## src/rtl/snp_pkg.sv

```systemverilog
package snp_pkg;

  typedef enum logic [1:0] {
    REQ_GETS  = 2'd0,
    REQ_MGETS = 2'd1,
    REQ_GETX  = 2'd2,
    REQ_INV   = 2'd3
  } req_e;

  typedef enum logic [2:0] {
    EV_OTHER_WR  = 3'd0,
    EV_DMA_RD    = 3'd1,
    EV_OTHER_RD  = 3'd2,
    EV_MERGED_RD = 3'd3,
    EV_NOMIG_RD  = 3'd4,
    EV_INVAL     = 3'd5
  } ev_e;

  typedef enum logic [4:0] {
    LS_I   = 5'd0,
    LS_S   = 5'd1,
    LS_O   = 5'd2,
    LS_M   = 5'd3,
    LS_MM  = 5'd4,
    LS_IM  = 5'd5,
    LS_SM  = 5'd6,
    LS_OM  = 5'd7,
    LS_IS  = 5'd8,
    LS_II  = 5'd9,
    LS_OI  = 5'd10,
    LS_MI  = 5'd11,
    LS_IT  = 5'd12,
    LS_ST  = 5'd13,
    LS_OT  = 5'd14,
    LS_MT  = 5'd15,
    LS_MMT = 5'd16
  } lstate_e;

  typedef enum logic [2:0] {
    RK_NONE       = 3'd0,
    RK_ACK        = 3'd1,
    RK_ACK_SHR    = 3'd2,
    RK_DATA_SHR   = 3'd3,
    RK_DATA_EXCL  = 3'd4,
    RK_DATA_MULTI = 3'd5,
    RK_DATA_WB    = 3'd6
  } rkind_e;

  typedef struct packed {
    logic         stall;
    logic         err;
    rkind_e       kind;
    logic [4:0]   nxt;
  } decision_t;

endpackage

```

## src/rtl/snp_classify.sv

```systemverilog
module snp_classify
  import snp_pkg::*;
#(
  parameter int NUM_CACHES    = 2,
  parameter bit NO_MIG_ATOMIC = 1'b1
) (
  input  logic [1:0] req_type,
  input  logic       tag_hit,
  input  logic       atomic,
  output ev_e        ev
);
  localparam bit MULTI = (NUM_CACHES > 1);

  logic nomig_hit;
  ev_e  read_ev;

  assign nomig_hit = tag_hit && atomic && NO_MIG_ATOMIC;

  always_comb begin
    if (MULTI) read_ev = nomig_hit ? EV_NOMIG_RD : EV_OTHER_RD;
    else       read_ev = EV_DMA_RD;
  end

  always_comb begin
    unique case (req_e'(req_type))
      REQ_GETS:  ev = read_ev;
      REQ_MGETS: ev = EV_MERGED_RD;
      REQ_GETX:  ev = EV_OTHER_WR;
      default:   ev = EV_INVAL;
    endcase
  end
endmodule

```

## src/rtl/snp_decide.sv

```systemverilog
module snp_decide
  import snp_pkg::*;
(
  input  ev_e         ev,
  input  logic [4:0]  cur,
  output decision_t   dec
);
  logic any_read;

  assign any_read = (ev == EV_DMA_RD) || (ev == EV_OTHER_RD) || (ev == EV_NOMIG_RD);

  always_comb begin
    dec.stall = 1'b0;
    dec.err   = 1'b0;
    dec.kind  = RK_NONE;
    dec.nxt   = cur;
    case (cur)
      LS_IT, LS_ST, LS_OT, LS_MT, LS_MMT: dec.stall = 1'b1;
      LS_I, LS_IM, LS_IS, LS_II: begin
        if (ev != EV_MERGED_RD) dec.kind = RK_ACK;
        else                    dec.err  = 1'b1;
      end
      LS_S, LS_SM: begin
        if (any_read) dec.kind = RK_ACK_SHR;
        else          dec.err  = 1'b1;
      end
      LS_O, LS_OM: begin
        if (any_read) dec.kind = RK_DATA_SHR;
        else          dec.err  = 1'b1;
      end
      LS_MM: begin
        if (ev == EV_DMA_RD) begin
          dec.kind = RK_DATA_EXCL;
        end else if (ev == EV_NOMIG_RD) begin
          dec.kind = RK_DATA_SHR;
          dec.nxt  = LS_O;
        end else begin
          dec.err = 1'b1;
        end
      end
      LS_M: begin
        if (ev == EV_DMA_RD) begin
          dec.kind = RK_DATA_SHR;
        end else if (ev == EV_MERGED_RD) begin
          dec.kind = RK_DATA_MULTI;
          dec.nxt  = LS_O;
        end else begin
          dec.err = 1'b1;
        end
      end
      LS_OI, LS_MI: begin
        if (any_read) begin
          dec.kind = RK_DATA_WB;
          dec.nxt  = LS_OI;
        end else begin
          dec.err = 1'b1;
        end
      end
      default: dec.err = 1'b1;
    endcase
  end
endmodule

```

## src/rtl/snp_rsp_reg.sv

```systemverilog
module snp_rsp_reg
  import snp_pkg::*;
#(
  parameter int ADDR_W = 32
) (
  input  logic              clk,
  input  logic              rst_n,
  input  logic              accept,
  input  decision_t         dec,
  input  logic [4:0]        cur,
  input  logic [ADDR_W-1:0] addr,
  output logic              rsp_valid,
  output logic              rsp_err,
  output logic [2:0]        rsp_kind,
  output logic [ADDR_W-1:0] rsp_addr,
  output logic [4:0]        rsp_next_state,
  output logic              rsp_state_chg
);
  always_ff @(posedge clk or negedge rst_n) begin
    if (!rst_n) begin
      rsp_valid      <= 1'b0;
      rsp_err        <= 1'b0;
      rsp_kind       <= RK_NONE;
      rsp_addr       <= '0;
      rsp_next_state <= '0;
      rsp_state_chg  <= 1'b0;
    end else begin
      rsp_valid <= accept && !dec.err;
      rsp_err   <= accept && dec.err;
      if (accept) begin
        rsp_kind       <= dec.err ? RK_NONE : dec.kind;
        rsp_addr       <= addr;
        rsp_next_state <= dec.nxt;
        rsp_state_chg  <= !dec.err && (dec.nxt != cur);
      end
    end
  end
endmodule

```

## src/rtl/snp_fwd_responder.sv

```systemverilog
module snp_fwd_responder
  import snp_pkg::*;
#(
  parameter int ADDR_W        = 32,
  parameter int NUM_CACHES    = 2,
  parameter bit NO_MIG_ATOMIC = 1'b1
) (
  input  logic              clk,
  input  logic              rst_n,
  input  logic              req_valid,
  output logic              req_ready,
  input  logic [1:0]        req_type,
  input  logic [ADDR_W-1:0] req_addr,
  input  logic              line_tag_hit,
  input  logic              line_atomic,
  input  logic [4:0]        line_state,
  output logic              rsp_valid,
  output logic [2:0]        rsp_kind,
  output logic [ADDR_W-1:0] rsp_addr,
  output logic [4:0]        rsp_next_state,
  output logic              rsp_state_chg,
  output logic              rsp_err
);
  ev_e       ev;
  decision_t dec;
  logic      accept;

  snp_classify #(
    .NUM_CACHES   (NUM_CACHES),
    .NO_MIG_ATOMIC(NO_MIG_ATOMIC)
  ) u_classify (
    .req_type(req_type),
    .tag_hit (line_tag_hit),
    .atomic  (line_atomic),
    .ev      (ev)
  );

  snp_decide u_decide (
    .ev (ev),
    .cur(line_state),
    .dec(dec)
  );

  assign req_ready = !dec.stall;
  assign accept    = req_valid && req_ready;

  snp_rsp_reg #(.ADDR_W(ADDR_W)) u_rsp (
    .clk           (clk),
    .rst_n         (rst_n),
    .accept        (accept),
    .dec           (dec),
    .cur           (line_state),
    .addr          (req_addr),
    .rsp_valid     (rsp_valid),
    .rsp_err       (rsp_err),
    .rsp_kind      (rsp_kind),
    .rsp_addr      (rsp_addr),
    .rsp_next_state(rsp_next_state),
    .rsp_state_chg (rsp_state_chg)
  );
endmodule

```

## config.mk

```make
export PLATFORM = sky130hd
export DESIGN_NAME = snp_fwd_responder
export DESIGN_NICKNAME = d
export VERILOG_FILES = /design/src/rtl/snp_pkg.sv /design/src/rtl/snp_classify.sv /design/src/rtl/snp_decide.sv /design/src/rtl/snp_rsp_reg.sv /design/src/rtl/snp_fwd_responder.sv
export SDC_FILE = /design/constraint.sdc
export NUM_CORES = 1
export LEC_CHECK = 0
export ABC_AREA = 1
export BUFFER_PORTS_ARGS = -buffer_cell sky130_fd_sc_hd__buf_2
export CORE_MARGIN = 10
export CORE_UTILIZATION = 42
export DETAILED_ROUTE_END_ITERATION = 10
export PLACE_DENSITY = 0.71
export SLEW_MARGIN = 20
export SYNTH_ARGS = -nofsm -noshare
export SYNTH_HDL_FRONTEND = slang
export SYNTH_SLANG_ARGS = --single-unit
```

## constraint.sdc

```tcl
create_clock -name clk -period 0.8 [get_ports clk]
set_clock_uncertainty 0.2 [all_clocks]
set_input_delay 0.08 -clock clk [delete_from_list [all_inputs] [get_ports clk]]
set_output_delay 0.08 -clock clk [all_outputs]
set_load 0.02 [all_outputs]
```

==> results.txt <==
The count of flip-flops with a built-in enable after synthesis came out at 0. The data arrival time of the critical path came out at 1260 ps. The via count of the first global-routing pass came out at 2332.

The count of clock tree sinks is 43. met2 is the most crowded layer. The final worst-path cycle share came out at 154%. The met3 usage in global routing came out at 4.46%. The placed wire-length estimate came out at 4170 µm. The flow ran to the end, but the final reports show violations. The number of rows created at floorplan is 24. For this run, global-route usage on met2 was measured as 36.6%. Net switching is 32.5% of the power. The slowest stage cell on the critical path is sky130_fd_sc_hd__buf_16.

TritonCTS built the clock tree. The worst-margin pin slew came out at 381 ps. The worst setup path is of the input port to flip-flop kind. The fraction of power consumed by the clock network is 24.4%. The worst pin sits at a relative slew slack of 74.5%. The residual antenna-violating net count after detailed routing is 0. The max-capacitance violation count came out at 0. The setup slack at placement is -596 ps. The final hold violation count came out at 35. CTS placed an instance of sky130_fd_sc_hd__clkbuf_8 at the clock tree root. The share of the synthesized area in the top cell type came out at 55.1%.

The combinational fraction of design power is 37.0%. Compared with the post-synthesis result, the final layout area differs by 102%. After filler insertion, the fill cell instance count of the layout stands at 166. For this design the ratio of total power to cell area is 1730 nW/µm².

For flop-to-flop paths, the worst setup slack is -320 ps. The count of pins on the block boundary came out at 88. The path with the worst hold slack has its endpoint at u_rsp.rsp_addr[14]$_DFFE_PN0P_. For this run, the detailed router's first-pass iteration total came to 5. The proportion of power drawn by flip-flops and latches is 38.6%.

In this design, the critical path's most frequently occurring cell is sky130_fd_sc_hd__nand2_2. The congestion estimate from routability-driven global placement came to 0.963. The CTS H-tree depth came out at 2.

The critical path data required time came out at 820 ps. The routed via count came out at 2495. Sequential cells were found to cover 55.1% of the synthesized design area. The overall power is 6.82 mW. The net total in the final layout came out at 451. The most critical setup path has its startpoint at line_state[0].

The fraction of final layout cells sized beyond drive strength 1 came out at 60.9%. The hold-critical path depth came out at 3. The mean number of vias per cell came out at 5.42. The area of the core came out at 4410 µm². Setup repair after global routing could not meet its margin everywhere. The commonest cells after synthesis are 141 x sky130_fd_sc_hd__nand2_1, 43 x sky130_fd_sc_hd__dfrtp_1, 14 x sky130_fd_sc_hd__nor2_1, 13 x sky130_fd_sc_hd__inv_1, 11 x sky130_fd_sc_hd__nand3_1.

The final-report max-slew violation count came to 0. Ranked by total cell area, the synthesized netlist is headed by sky130_fd_sc_hd__dfrtp_1 55%, sky130_fd_sc_hd__nand2_1 27%, sky130_fd_sc_hd__nand3_1 2.8%. Measured along the x axis, the die boundary spans 88.2 µm. Setup violations remaining at the end of the flow were counted as 127.

The starting density of the core is 44.2%. The switching power came out at 2.22 mW. The wire length per cell after detailed routing is 21.1 µm. For this block, the routed nets add up to 9720 µm of wire. The checks that failed: hold timing, setup timing. The die span in y came out at 88.2 µm. The number of buffers inserted during clock tree synthesis came out at 5. The internal portion of total power is 4.61 mW. The clock latency of the later-clocked register in the worst-skew pair is 300 ps. The maximum number of pins on one net before global-route repair came out at 41.

The total routing usage reported by global routing is 19.4%. The static leakage came out at 2.20 nW. The worst setup path is captured at a flip-flop. The leftover overflow at the end of global routing came out at 0. The beginning of the worst register-to-register path is u_rsp.rsp_addr[25]$_DFFE_PN0P_.

The number of standard cells after synthesis came out at 248. The first-pass GRT wire length is 11700 µm. The post-synthesis async set-or-reset flop share came out at 100%. During synthesis, Yosys emitted a total of 0 warnings.

Clock-pin slew was measured on the worst setup and hold paths at 90 ps. In the final layout, the multi-input gates occupy 1070 µm². The distinct cell type count after synthesis is 22.

The area taken by flip-flops and latches came out at 1080 µm². The post-layout worst setup margin is -431 ps. In this run the critical register-to-register path is captured at u_rsp.rsp_addr[25]$_DFFE_PN0P_. The number of nets produced by synthesis came out at 292.

The maximum root-to-sink buffer count is 2. Counting I/O delays and the setup requirement, the final critical path takes 1230 ps. The final hold slack is -209 ps. The highest net fanout along the worst path came out at 8. Traced cell by cell, the critical path runs through buf_8 > nor2_4 > nand2_2 > inv_2 > nand2_2 > nand2_4 > nor2_8 > buf_6 > inv_12 > buf_12 > buf_16 > nand2_2 > nand2_1. The cell depth of the worst flop-to-flop path came out at 4.

The kind of launch point of the worst setup path is an input port. The area of the die is 7780 µm². In this run the worst hold path is classified as input port to flip-flop.

Among all flip-flop cells after synthesis, the most frequent one is sky130_fd_sc_hd__dfrtp_1. The worst hold path begins at req_addr[14]. The mapped netlist covers 1950 µm². For met1 alone, demand over resource in global routing was 20.1%. The delay contributed by the slowest stage of the critical path is 140 ps. sky130_fd_sc_hd__nand2_1 is the most common cell in the netlist. The count of buffers inserted at the top-level ports came out at 87. For this run, the share of the core covered by cells in the final layout is 89.3%. The register bit total from synthesis came out at 43. The detailed router finished its first iteration with 174 violations. After detailed routing, the number of remaining DRC violations is 0. The number of antenna violations at the first check in global routing came out at 1. Summed over all instances, the cell type with the most area after synthesis is sky130_fd_sc_hd__dfrtp_1. The worst-case vdd ir drop came out at 0.901 mV. For this run, the top clock speed supported by timing is 812 MHz. A synthesized cell averages 7.88 µm².
==> per-stage QoR <==
step | cells | hold slack [ps] | setup TNS (ps) | instance area (µm²)
floorplan | 248 | -416 | -12640 | 2010
global placement | 396 | -299 | -22830 | 2630
detailed placement | 396 | -300 | -24470 | 2630
CTS | 441 | -219 | -27100 | 3630
global route | 460 | -205 | -36060 | 3940
finish | 460 | -209 | -32160 | 3940
==> worst max-delay path by stage <==
stage,slack (ps),end
3_5_place_dp,-600,u_rsp.rsp_addr[16]$_DFFE_PN0P_
4_1_cts,-340,rsp_next_state[0]
6_report,-430,u_rsp.rsp_addr[13]$_DFFE_PN0P_
5_1_grt,-470,u_rsp.rsp_addr[13]$_DFFE_PN0P_
2_1_floorplan,-360,u_rsp.rsp_addr[10]$_DFFE_PN0P_
3_3_place_gp,-550,u_rsp.rsp_valid$_DFF_PN0_
==> final cells by class <==
cell class | instances | share of cell area, %
Clock inverter | 1 | 0.761
Inverter | 15 | 2.06
Antenna cell | 1 | 0.0635
Timing Repair Buffer | 161 | 39.3
Multi-Input combinational cell | 181 | 27.0
Sequential cell | 43 | 27.3
Clock buffer | 6 | 1.84
Tap cell | 52 | 1.65
==> power by group through the flow <==
stage	logic (mW)	clock network, mW	registers, mW
2_1_floorplan	0.437	0	2.87
3_3_place_gp	1.34	0	2.56
3_5_place_dp	1.36	0	2.57
4_1_cts	2.08	1.63	2.59
5_1_grt	2.64	1.74	2.65
6_report	2.52	1.67	2.64
==> registers in the layout (all words and copies together) (netlist names) <==
signal	cells
u_rsp.rsp_addr	32
u_rsp.rsp_err	1
u_rsp.rsp_kind	3
u_rsp.rsp_next_state	5
u_rsp.rsp_state_chg	1
u_rsp.rsp_valid	1
==> worst max-delay path, delay by kind of cell <==
family,cells,cell delay [ps]
buffers and inverters,6,610
AND/OR/NAND/NOR,7,550
==> routing by layer <==
layer	wire [µm]	part of all wire, %
met1	3320	34
met2	5120	53
met3	792	8.1
met4	491	5.0
met5	0	0
==> cells by family after synthesis <==
group	after synthesis	synth area share, %
DFF	43	55.1
buffers and inverters	24	6.66
and+or+nand+nor	174	36.2
AOI/OAI and AO/OA	7	2.05
==> cell usage in the layout (no fill, tap or decap), types with 2 or more instances in the layout <==
master and count:
sky130_fd_sc_hd__nor2_2 6, sky130_fd_sc_hd__buf_6 55, sky130_fd_sc_hd__nand2_1 87, sky130_fd_sc_hd__buf_12 8, sky130_fd_sc_hd__buf_16 4, sky130_fd_sc_hd__inv_12 2
sky130_fd_sc_hd__inv_1 11, sky130_fd_sc_hd__clkbuf_8 5, sky130_fd_sc_hd__nand3_2 5, sky130_fd_sc_hd__nand2_4 18, sky130_fd_sc_hd__buf_2 38, sky130_fd_sc_hd__nor2_4 4
sky130_fd_sc_hd__nand2_2 38, sky130_fd_sc_hd__buf_4 50, sky130_fd_sc_hd__nor2_1 6, sky130_fd_sc_hd__nand3_1 5, sky130_fd_sc_hd__nand4_1 2, sky130_fd_sc_hd__dfrtp_1 43
sky130_fd_sc_hd__buf_8 4, sky130_fd_sc_hd__o21ai_2 3, sky130_fd_sc_hd__inv_2 2
==> what timing repair did <==
| action | CTS | global route |
|---|---|---|
| hold endpoints to repair | 78 | 77 |
| buffers inserted | 33 | 21 |
| cloned | 5 | 1 |
| pin swaps | 30 | 17 |
| setup endpoints to repair | 87 | 127 |
| hold buffers | 1 | 1 |
| gates resized for setup | 158 | 50 |
Note: power is estimated with default switching activity, not from simulation.
